**config.mk**
```make
export PLATFORM = sky130hd
export DESIGN_NAME = blank_refresh_gen
export DESIGN_NICKNAME = d
export VERILOG_FILES = /design/src/rtl/rfsh_pkg.sv /design/src/rtl/refresh_row_counter.sv /design/src/rtl/sweep_watchdog.sv /design/src/rtl/blank_refresh_gen.sv
export SDC_FILE = /design/constraint.sdc
export NUM_CORES = 1
export LEC_CHECK = 0
export BUFFER_PORTS_ARGS = -buffer_cell sky130_fd_sc_hd__buf_2
export CORE_MARGIN = 1.5
export CORE_UTILIZATION = 35
export DETAILED_ROUTE_END_ITERATION = 7
export PLACE_DENSITY = 0.6
export SETUP_SLACK_MARGIN = 0.02
export SYNTH_ARGS = -nofsm -noshare
export SYNTH_HDL_FRONTEND = slang
export SYNTH_SLANG_ARGS = --single-unit
export TNS_END_PERCENT = 20
```
**constraint.sdc**
```tcl
create_clock -name clk -period 2 [get_ports clk]
set_input_delay 0.4 -clock clk [delete_from_list [all_inputs] [get_ports clk]]
set_output_delay 0.4 -clock clk [all_outputs]
set_load 0.05 [all_outputs]
```
**src/rtl/rfsh_pkg.sv**
```systemverilog
package rfsh_pkg;
    typedef enum logic [1:0] {
        ST_IDLE,
        ST_WAIT_GRANT,
        ST_RAS_LOW,
        ST_PRECHARGE
    } rfsh_state_e;
endpackage

```
**src/rtl/refresh_row_counter.sv**
```systemverilog
module refresh_row_counter #(
    parameter int ROWS  = 256,
    parameter int ROW_W = $clog2(ROWS)
) (
    input  logic             clk,
    input  logic             rst,
    input  logic             step_i,
    output logic [ROW_W-1:0] row_o,
    output logic             wrap_o
);
    localparam logic [ROW_W-1:0] LAST_ROW = ROW_W'(ROWS - 1);

    always_ff @(posedge clk) begin
        if (rst) begin
            row_o  <= '0;
            wrap_o <= 1'b0;
        end else begin
            wrap_o <= 1'b0;
            if (step_i) begin
                if (row_o == LAST_ROW) begin
                    row_o  <= '0;
                    wrap_o <= 1'b1;
                end else begin
                    row_o <= row_o + 1'b1;
                end
            end
        end
    end

    // the wrap pulse is seen together with row zero
    p_wrap_at_zero_r9: assert property (@(posedge clk) disable iff (rst)
        wrap_o |-> (row_o == '0));
endmodule

```
**src/rtl/sweep_watchdog.sv**
```systemverilog
module sweep_watchdog #(
    parameter int SWEEP_LIMIT = 400000
) (
    input  logic clk,
    input  logic rst,
    input  logic sweep_i,
    output logic late_o
);
    localparam int CNT_W = $clog2(SWEEP_LIMIT + 1);
    localparam logic [CNT_W-1:0] LIMIT_V = CNT_W'(SWEEP_LIMIT);

    logic [CNT_W-1:0] cnt_q;

    always_ff @(posedge clk) begin
        if (rst) begin
            cnt_q  <= '0;
            late_o <= 1'b0;
        end else begin
            if (sweep_i) begin
                cnt_q <= '0;
            end else if (cnt_q != LIMIT_V) begin
                cnt_q <= cnt_q + 1'b1;
            end
            late_o <= late_o | (cnt_q == LIMIT_V);
        end
    end

    // once raised, the late flag is held until reset
    p_late_sticky_r10: assert property (@(posedge clk) disable iff (rst)
        late_o |=> late_o);
endmodule

```
**src/rtl/blank_refresh_gen.sv**
```systemverilog
module blank_refresh_gen
    import rfsh_pkg::*;
#(
    parameter int ROWS            = 256,
    parameter int CYCLES_PER_LINE = 3,
    parameter int RAS_LOW_CLKS    = 4,
    parameter int PRECHARGE_CLKS  = 3,
    parameter int SWEEP_LIMIT     = 400000,
    parameter int ROW_W           = $clog2(ROWS)
) (
    input  logic             clk,
    input  logic             rst,
    input  logic             hblank_i,
    input  logic             grant_i,
    output logic [ROW_W-1:0] row_addr_o,
    output logic             ras_n_o,
    output logic             busy_o,
    output logic             sweep_done_o,
    output logic             missed_o,
    output logic             sweep_late_o
);
    localparam int MAX_T  = (RAS_LOW_CLKS > PRECHARGE_CLKS) ? RAS_LOW_CLKS : PRECHARGE_CLKS;
    localparam int TMR_W  = $clog2(MAX_T + 1);
    localparam int LEFT_W = $clog2(CYCLES_PER_LINE + 1);
    localparam logic [TMR_W-1:0]  RAS_LD  = TMR_W'(RAS_LOW_CLKS - 1);
    localparam logic [TMR_W-1:0]  PRE_LD  = TMR_W'(PRECHARGE_CLKS - 1);
    localparam logic [LEFT_W-1:0] BURST_N = LEFT_W'(CYCLES_PER_LINE);

    rfsh_state_e       state_q, state_d;
    logic [TMR_W-1:0]  tmr_q, tmr_d;
    logic [LEFT_W-1:0] left_q, left_d;
    logic              blank_q;
    logic              blank_rise;
    logic              miss_set;
    logic              row_step;

    assign blank_rise = hblank_i & ~blank_q;

    // Next-state logic
    always_comb begin
        state_d  = state_q;
        tmr_d    = tmr_q;
        left_d   = left_q;
        miss_set = 1'b0;
        row_step = 1'b0;
        unique case (state_q)
            ST_IDLE: begin
                if (blank_rise) begin
                    state_d = ST_WAIT_GRANT;
                    left_d  = BURST_N;
                end
            end
            ST_WAIT_GRANT: begin
                if (!hblank_i) begin
                    state_d  = ST_IDLE;
                    miss_set = 1'b1;
                    left_d   = '0;
                end else if (grant_i) begin
                    state_d = ST_RAS_LOW;
                    tmr_d   = RAS_LD;
                end
            end
            ST_RAS_LOW: begin
                if (tmr_q == '0) begin
                    state_d  = ST_PRECHARGE;
                    tmr_d    = PRE_LD;
                    row_step = 1'b1;
                end else begin
                    tmr_d = tmr_q - 1'b1;
                end
            end
            ST_PRECHARGE: begin
                if (tmr_q == '0) begin
                    left_d  = left_q - 1'b1;
                    state_d = (left_q == LEFT_W'(1)) ? ST_IDLE : ST_WAIT_GRANT;
                end else begin
                    tmr_d = tmr_q - 1'b1;
                end
            end
        endcase
    end

    // State register
    always_ff @(posedge clk) begin
        if (rst) begin
            state_q  <= ST_IDLE;
            tmr_q    <= '0;
            left_q   <= '0;
            blank_q  <= 1'b0;
            missed_o <= 1'b0;
        end else begin
            state_q  <= state_d;
            tmr_q    <= tmr_d;
            left_q   <= left_d;
            blank_q  <= hblank_i;
            missed_o <= missed_o | miss_set;
        end
    end

    // Output decode
    always_comb begin
        busy_o  = (state_q != ST_IDLE);
        ras_n_o = (state_q != ST_RAS_LOW);
    end

    refresh_row_counter #(.ROWS(ROWS), .ROW_W(ROW_W)) i_rows (
        .clk    (clk),
        .rst    (rst),
        .step_i (row_step),
        .row_o  (row_addr_o),
        .wrap_o (sweep_done_o)
    );

    sweep_watchdog #(.SWEEP_LIMIT(SWEEP_LIMIT)) i_wdog (
        .clk     (clk),
        .rst     (rst),
        .sweep_i (sweep_done_o),
        .late_o  (sweep_late_o)
    );

    // strobe stays low until its hold time is used up
    p_ras_hold_r3: assert property (@(posedge clk) disable iff (rst)
        (state_q == ST_RAS_LOW && tmr_q != '0) |=> !ras_n_o);
    // a released strobe is high for at least one more clock
    p_ras_release_r3: assert property (@(posedge clk) disable iff (rst)
        $rose(ras_n_o) |=> ras_n_o);
    // address does not move while the row is open
    p_row_stable_r4: assert property (@(posedge clk) disable iff (rst)
        (!ras_n_o && !$past(ras_n_o)) |-> $stable(row_addr_o));
    // an open row always lies inside a busy window
    p_busy_cover_r5: assert property (@(posedge clk) disable iff (rst)
        !ras_n_o |-> busy_o);
    // no cycle starts without a grant
    p_grant_gate_r6: assert property (@(posedge clk) disable iff (rst)
        (state_q == ST_WAIT_GRANT && !grant_i) |=> ras_n_o);
    // strobe only falls during blanking
    p_blank_gate_r7: assert property (@(posedge clk) disable iff (rst)
        $fell(ras_n_o) |-> $past(hblank_i));
    // the missed flag is sticky
    p_missed_sticky_r8: assert property (@(posedge clk) disable iff (rst)
        missed_o |=> missed_o);
endmodule

```
* Word level (Yosys, flattened, before mapping)
Index checks and enable logic that the tools add are counted.
** Word-level totals
- Register bits after elaboration :: 38
- Bits of input ports :: 4
- Output and inout port bits :: 13
- Word-level logic and storage cells :: 66
** Operators by class
- $add $sub $neg :: 4
- Eq/ne operators :: 16
- Mux-type cells :: 22
- Bitwise operators :: 5
- Reduce and logical (&&, ||, !) cells :: 10
** Operators with widths (number)
- $add A19 B1 Y19 const B :: 1
- $eq A19 B19 Y1 const B :: 1
- $ne A19 B19 Y1 const B :: 1
- $mux W2 :: 8
- $ne A2 B2 Y1 const B :: 8
- $mux W3 :: 4
- $reduce_and A4 Y1 :: 3
- $pmux W3 S3 :: 1
- $add A8 B1 Y8 const B :: 1
- $eq A8 B8 Y1 const B :: 1
- $mux W8 :: 1
- $pmux W2 S4 :: 1
- $mux W1 :: 6
- $pmux W2 S3 :: 1
- $reduce_bool A3 Y1 :: 2
- $eq A2 B1 Y1 const B :: 2
- $eq A2 B2 Y1 const B :: 2
- $reduce_or A2 Y1 :: 2
- $logic_not A3 Y1 :: 1
- $ne A3 B3 Y1 const B :: 1
- $sub A3 B1 Y3 const B :: 1
- $logic_not A2 Y1 :: 1
- $not A1 Y1 :: 2
- $or A1 B1 Y1 :: 2
- other kinds (3) :: 3

* Depth between registers and ports, before layout
Gate-level depths: netlist (run 1).
- Word-level depth :: 5
- Gate-level depth with buffers :: 7
- Mapped depth without buffers :: 6

* By module
A second synthesis (run 1) with hierarchy kept.
** Second synthesis, totals
- Cell total of the unflattened synthesis :: 214
- Area, all modules :: 1879.3 um^2
** By module, submodules not included
- sweep_watchdog :: times used 1, cells an instance 115, area each 996.0 um^2, seq. area each 400.4 um^2
- blank_refresh_gen :: times used 1, cells an instance 58, area each 493.0 um^2, seq. area each 180.2 um^2
- refresh_row_counter :: times used 1, cells an instance 41, area each 390.4 um^2, seq. area each 180.2 um^2

* Worst setup path after synthesis (run 1)
No wires, ideal clock.
- Path kind :: register to register
- Start point :: register tmr_q[0]
- End point :: register i_rows.row_o[0]
- Setup time :: 0.115 ns
- Arrival time :: 1.412 ns
- Data required time :: 1.885 ns
- Path slack :: 0.473 ns
- Cell stages (with the launch flop) :: 8
- Path buffers :: 1
- Period minus slack after synthesis :: 1.527 ns
- Path through :: dfxtp_1 inv_1 ha_1 nor4bb_1 buf_2 and3_1 a31o_2 nor2_1
** On the way
- Longest elaborated chain between the ends :: 3
** RTL lines
- start, declared :: RTL line blank_refresh_gen.sv:30 : logic [TMR_W-1:0] tmr_q, tmr_d;
- start signal, assigned :: RTL line blank_refresh_gen.sv:93 : tmr_q <= tmr_d;
- $logic_not A3 Y1 :: RTL line blank_refresh_gen.sv:64 : if (tmr_q == '0) begin
- $mux W1 :: RTL line blank_refresh_gen.sv:64
- $mux W1 :: RTL line blank_refresh_gen.sv:46 : unique case (state_q)
- end signal, assigned :: RTL line refresh_row_counter.sv:24 : row_o <= row_o + 1'b1;
- end, declared :: RTL line refresh_row_counter.sv:8 : output logic [ROW_W-1:0] row_o,
Every way passes these cells.
A chain may end at the register's enable or synchronous reset.

* Worst setup path after layout (run 1)
- Start point :: register state_q[0]
- End point :: output busy_o
** On the way
- Longest elaborated chain between the ends :: 1
** RTL lines
- start, declared :: RTL line blank_refresh_gen.sv:29 : rfsh_state_e state_q, state_d;
- start signal, assigned :: RTL line blank_refresh_gen.sv:92 : state_q <= state_d;
- $reduce_bool A2 Y1 :: RTL line blank_refresh_gen.sv:102 : busy_o = (state_q != ST_IDLE);
- end, declared :: RTL line blank_refresh_gen.sv:17 : output logic busy_o,
Every way passes these cells.

==> flow_summary.ini, run 1 <==
[global_route]
grt_pass1_wl_um = 5980
grt_start_max_net_pins = 20
grt_antenna_before_repair = 0
first_global_vias = 1290
grtUsageTotal_pct = 13.0
overflow = 0

[setup_path]
cp_data_required_time_ns = 1.60
r2r_end = i_rows.row_o[5]
startpoint_type = register
crit_family = flip-flops
ff2ff_path_depth = 7
critPathKind = register to output port
cp.buffers_inverters = 1
worstPathMaxFanout = 12
critPathCaptureType = output port
cp_cell_sequence = or2_2, buf_2
r2r_start = tmr_q[0]
worstPathArrival_ns = 1.30
rrSetupSlack_ns = 0.37
slowest_delay_ns = 0.58
critPathSlowestCell = dfxtp_1

[placed_design]
io_buffer_count = 16
place_congestion = 0.749
dpl-instance-area_um2 = 2010
hpwl_um = 2360

[worst_hold_path]
hold_depth = 2
hp-class = input pin to register
hold_path.startpoint = hblank_i
hold_end = blank_q

[cells_and_area]
finish.instance_area_um2 = 2100
nNetsFinal = 234
fill_cells = 544
drive_above_1_share_pct = 16.4
syn_to_final_growth_pct = 13.0
diodes = 0

[synthesis]
synth_area_leader_cell = dfxtp_1
synth_xor_area_share_pct = 8.47
ys_seq_elements = 38
yosysWarnings = 0
syn_nets = 216
synth-async-reset-ratio_pct = 0
synth.distinct_cells = 50
avgSynthCellArea_um2 = 9.03
synthTopCellsByCount = dfxtp_1, nor2_1, nand2_1
synth_top_cell_area_share_pct = 40.9
synth-edff-count = 0
yosys.cell_count.top_type = dfxtp_1
synth_top_family_by_area = simple AND/OR/NAND/NOR gates
synth_cells = 206
synth_adder_area_share_pct = 4.03
ys_top_cells_by_area = dfxtp_1, nor2_1, xnor2_1
seq_area_frac_synth_pct = 40.9
synthMuxAreaShare_pct = 1.61
ys.flop_type = dfxtp_1
synth_area_um2 = 1860
synth_simple_gate_area_share_pct = 29.7
synth-compound-area-share_pct = 11.4

[clock_network]
htreeDepth = 2
cts.reportedPaths.clkPinSlew_ns = 0.07
cts_resized = 0
post_cts_buffers = 0
root_buffer = clkbuf_8
cts_buffers = 5
clock_latency_ns = 0.29
cts_buffer_depth = 2
cts_hold_buf = 0
cts_tree = yes
cts.sinks = 38

[sta]
hold_slack_ns = 0.426
timing.fmax_mhz = 589
max_slew_margin_pct = 53.1
finClkSkew_ns = 0.00785
finalSetupViolations = 0
maxSlewViolCount = 0
min_period_ns = 1.70
worstMarginPinSlew_ns = 0.703
fin_tns_setup_ns = 0
final.period_utilization_pct = 84.9
hold_viol = 0
rsz0062_at_grt = no

[route]
vias_per_cell = 4.98
routedWlPerCell_um = 11.5
vias = 1468
drcViolationCount = 0
first_pass_iters = 4
wl_um = 3390
drtIter0Drc = 71
ant_nets = 0

[floorplanning]
initial_utilization_pct = 36.4
boundaryPins = 17
dieArea_um2 = 5760
chipHeight_um = 75.9
fp-row-count = 26
die_w_um = 75.9
core_area_um2 = 5110

[run]
drv_cap = 0

[power_and_ir_drop]
total_power_mw = 1.45
p_per_area_nw_per_um2 = 687
p_leak_nw = 0.820
worst_ir_drop_vdd_v = 0.000289

[run_status]
outcome = completed
## logic make-up (layout without fill, tap and decap cells)
| family | Yosys count | after routing |
|---|---|---|
| multiplexers | 3 | 3 |
| flip-flops | 38 | 38 |
| AND/OR/NAND/NOR | 94 | 94 |
| XOR/XNOR | 18 | 18 |
| buffers and inverters | 17 | 36 |
| adder cells (fa/ha/maj) | 6 | 6 |
| AO/OA/AOI/OAI | 30 | 30 |
## power by group
part           internal [mW]  leakage, nW  switching, mW
sequential             0.774        0.308         0.0160
clock                  0.278       0.0482          0.267
combinational         0.0426        0.463         0.0679
total                   1.09        0.820          0.351
## worst max path at each step
stage | startpoint | to | slack [ns] | depth (start not counted)
after floorplan | tmr_q[0] | i_rows.row_o[0] | 0.47 | 7
after global placement | tmr_q[0] | i_rows.row_o[7] | 0.41 | 7
after detailed placement | tmr_q[0] | i_rows.row_o[0] | 0.39 | 7
after CTS | state_q[0] | busy_o | 0.29 | 2
after global routing | i_wdog.cnt_q[7] | i_wdog.cnt_q[2] | 0.22 | 4
final | state_q[0] | busy_o | 0.30 | 2
## per-stage QoR
| stage | std cells | utilization (%) | setup WS, ns |
|---|---|---|---|
| finish | 295 | 41.2 | 0.303 |
| global route | 295 | 41.2 | 0.225 |
| CTS | 295 | 41.2 | 0.294 |
| detailed placement | 287 | 39.4 | 0.392 |
| global placement | 287 | 39.4 | 0.412 |
| floorplan | 206 | - | 0.473 |
## placed cells by master, fill, tap and decap left out, types with 3 or more instances in the layout
master	Yosys	final
clkbuf_8	0	6
nor3_1	5	5
nand2_1	15	15
xor2_1	9	9
mux2i_1	3	3
nor3_2	3	3
inv_1	9	9
a31oi_1	3	3
xnor2_1	9	9
nand3_1	7	7
buf_2	4	16
buf_4	1	3
nor2_1	31	31
a21oi_1	6	6
dfxtp_1	38	38
nand4_1	4	4
and3_1	4	4
ha_1	6	6
## state kept, by name, indices dropped and copies added, names as in the netlist, named ones only
name           count
i_wdog.late_o      1
left_q             2
missed_o           1
blank_q            1
state_q            1
tmr_q              3
i_rows.row_o       8
i_wdog.cnt_q      19
i_rows.wrap_o      1
## final cells by class
cell class	instances	area, um^2	share of cell area [%]
clock inverters	1	5.00	0.238
multi-input cells	151	1030	48.8
repair buffers	19	103	4.88
flip-flops and latches	38	761	36.2
well taps	70	87.6	4.16
clock buffers	7	86.3	4.10
inverters	9	33.8	1.61
## metal layers
metal	global-route usage, %	vias up	wire length (um)
met5	0	-	0
met4	8.15	0	83
met3	3.37	7	115
met2	19.3	20	1460
met1	16.7	679	1730
li1	-	762	-
No activity file was read; power rests on OpenSTA's default activity.
==> run 2: changes to the inputs <==
clock period = 1.6 ns   (was 2 ns; I/O delays follow)
==> flow_summary.ini, run 2 (synthesized netlist as in run 1, its figures left out) <==
[run_status]
outcome = completed

[cells_and_area]
mostFrequentLayoutCells = dfxtp_1, nor2_1, nand2_1, buf_2, buf_4
regMostFlops = i_wdog.cnt_q
drive_above_1_share_pct = 24.9
nNetsFinal = 246
final_common_cell = dfxtp_1
diodes = 0
largest_reg_flops = 19
fill_cells = 504
top_regs = i_wdog.cnt_q: 19 flops, i_rows.row_o: 8 flops, tmr_q: 3 flops
fin_cells = 307
syn_to_final_growth_pct = 22.4
finish.instance_area_um2 = 2280

[sta]
max_slew_margin_pct = 67.7
finClkSkew_ns = 0.00883
finalSetupViolations = 0
setup_slack_ns = 0.0344
timing.fmax_mhz = 639
maxSlewViolCount = 0
rsz0062_at_grt = yes
worstMarginPinSlew_ns = 0.484
final.period_utilization_pct = 97.8
hold_slack_ns = 0.353
hold_viol = 0
min_period_ns = 1.57

[route]
wl_met1_um = 1820
wl_met3_um = 105
first_pass_iters = 4
vias = 1524
vias_per_cell = 4.96
wl_um = 3760
drcViolationCount = 0
ant_nets = 0
routedWlPerCell_um = 12.3
dr_wl_met2_um = 1780
drtIter0Drc = 73
top_layer_used = met4

[setup_path]
worstPathArrival_ns = 1.25
critPathSlowestCell = dfxtp_2
startpoint_type = register
critPathCaptureType = output port
slowest_delay_ns = 0.34
cp_cell_sequence = buf_4, or2_2, buf_6
cp_data_required_time_ns = 1.28
critPathKind = register to output port
worstPathMaxFanout = 11

[clock_network]
cts.sinks = 38
cts_hold_buf = 0
cts.reportedPaths.clkPinSlew_ns = 0.07
htreeDepth = 2
cts_buffers = 5
cts_buffer_depth = 2
clock_latency_ns = 0.29
cts_tree = yes
root_buffer = clkbuf_8

[floorplanning]
chipHeight_um = 75.9
core_area_um2 = 5110
fp-row-count = 26
boundaryPins = 17
dieArea_um2 = 5760
die_w_um = 75.9
initial_utilization_pct = 36.4

[global_route]
grt_start_max_net_pins = 13
grt_pass1_wl_um = 6130
first_global_vias = 1343
overflow = 0
grtUsageTotal_pct = 13.0
grt_antenna_before_repair = 0

[placed_design]
place_worst_setup_slack_ns = -0.0173
io_buffer_count = 16
dp.cells = 297
hpwl_um = 2590
place_congestion = 0.768
dpl-instance-area_um2 = 2090

[power_and_ir_drop]
p_per_area_nw_per_um2 = 805
worst_ir_drop_vdd_v = 0.000403
p_leak_nw = 0.896

[worst_hold_path]
hp-class = input pin to register

[run]
drv_cap = 0
run 2: cell types whose count changed in the layout (fill, tap and decap cells not counted), moves of 2 or more:
cell	before	now
nor4b_1	2	0
nor4bb_4	0	2
nor4bb_1	2	0
buf_4	3	15
nor4b_2	1	3
run 2: timing repair:
item	CTS	global route
setup endpoints to repair	5	17
pin swaps	0	2
setup buffers	2	0
gates resized for setup	2	13
run 2: worst paths after layout:
path / from / to / slack (ns) / depth (start not counted)
worst max-delay path: state_q[0] / busy_o / 0.03 / 3
worst min-delay path: hblank_i / blank_q / 0.35 / 2
worst max register to register: tmr_q[0] / i_rows.row_o[0] / 0.08 / 7
worst min register to register: tmr_q[0] / tmr_q[0] / 0.47 / 2
run 2: final cells by class:
type,instances,area (um^2),area share (%)
Multi-Input combinational cell,151,1100,48.5
Sequential cell,38,762,33.5
Timing Repair Buffer,31,199,8.74
Tap cell,70,87.6,3.85
Clock buffer,7,86.3,3.79
Inverter,9,33.8,1.48
Clock inverter,1,5.00,0.220
run 2: per-layer routing:
metal / vias to the layer above / GRT usage [%]
met5: - / 0
met4: 0 / 5.56
met3: 8 / 3.25
met2: 18 / 20.8
met1: 712 / 16.6
li1: 786 / -
run 2: power breakdown:
group	switching (mW)	leakage, nW	internal [mW]
sequential	0.0165	0.308	0.967
clock	0.329	0.0482	0.348
combinational	0.0984	0.540	0.0733
run 2: worst max-delay path, delay by kind of cell (launching register included):
kind          cells  cell delay, ns
buf+inv           2            0.34
flops             1            0.34
simple gates      1            0.29
run 2: through the flow:
step | power (mW) | setup TNS [ns] | utilization [%]
global placement | 1.16 | 0 | 40.9
global route | 1.92 | -0.00681 | 44.6
finish | 1.83 | 0 | 44.6
detailed placement | 1.16 | -0.0419 | 40.9
floorplan | 1.12 | 0 | -
CTS | 1.84 | 0 | 43.1
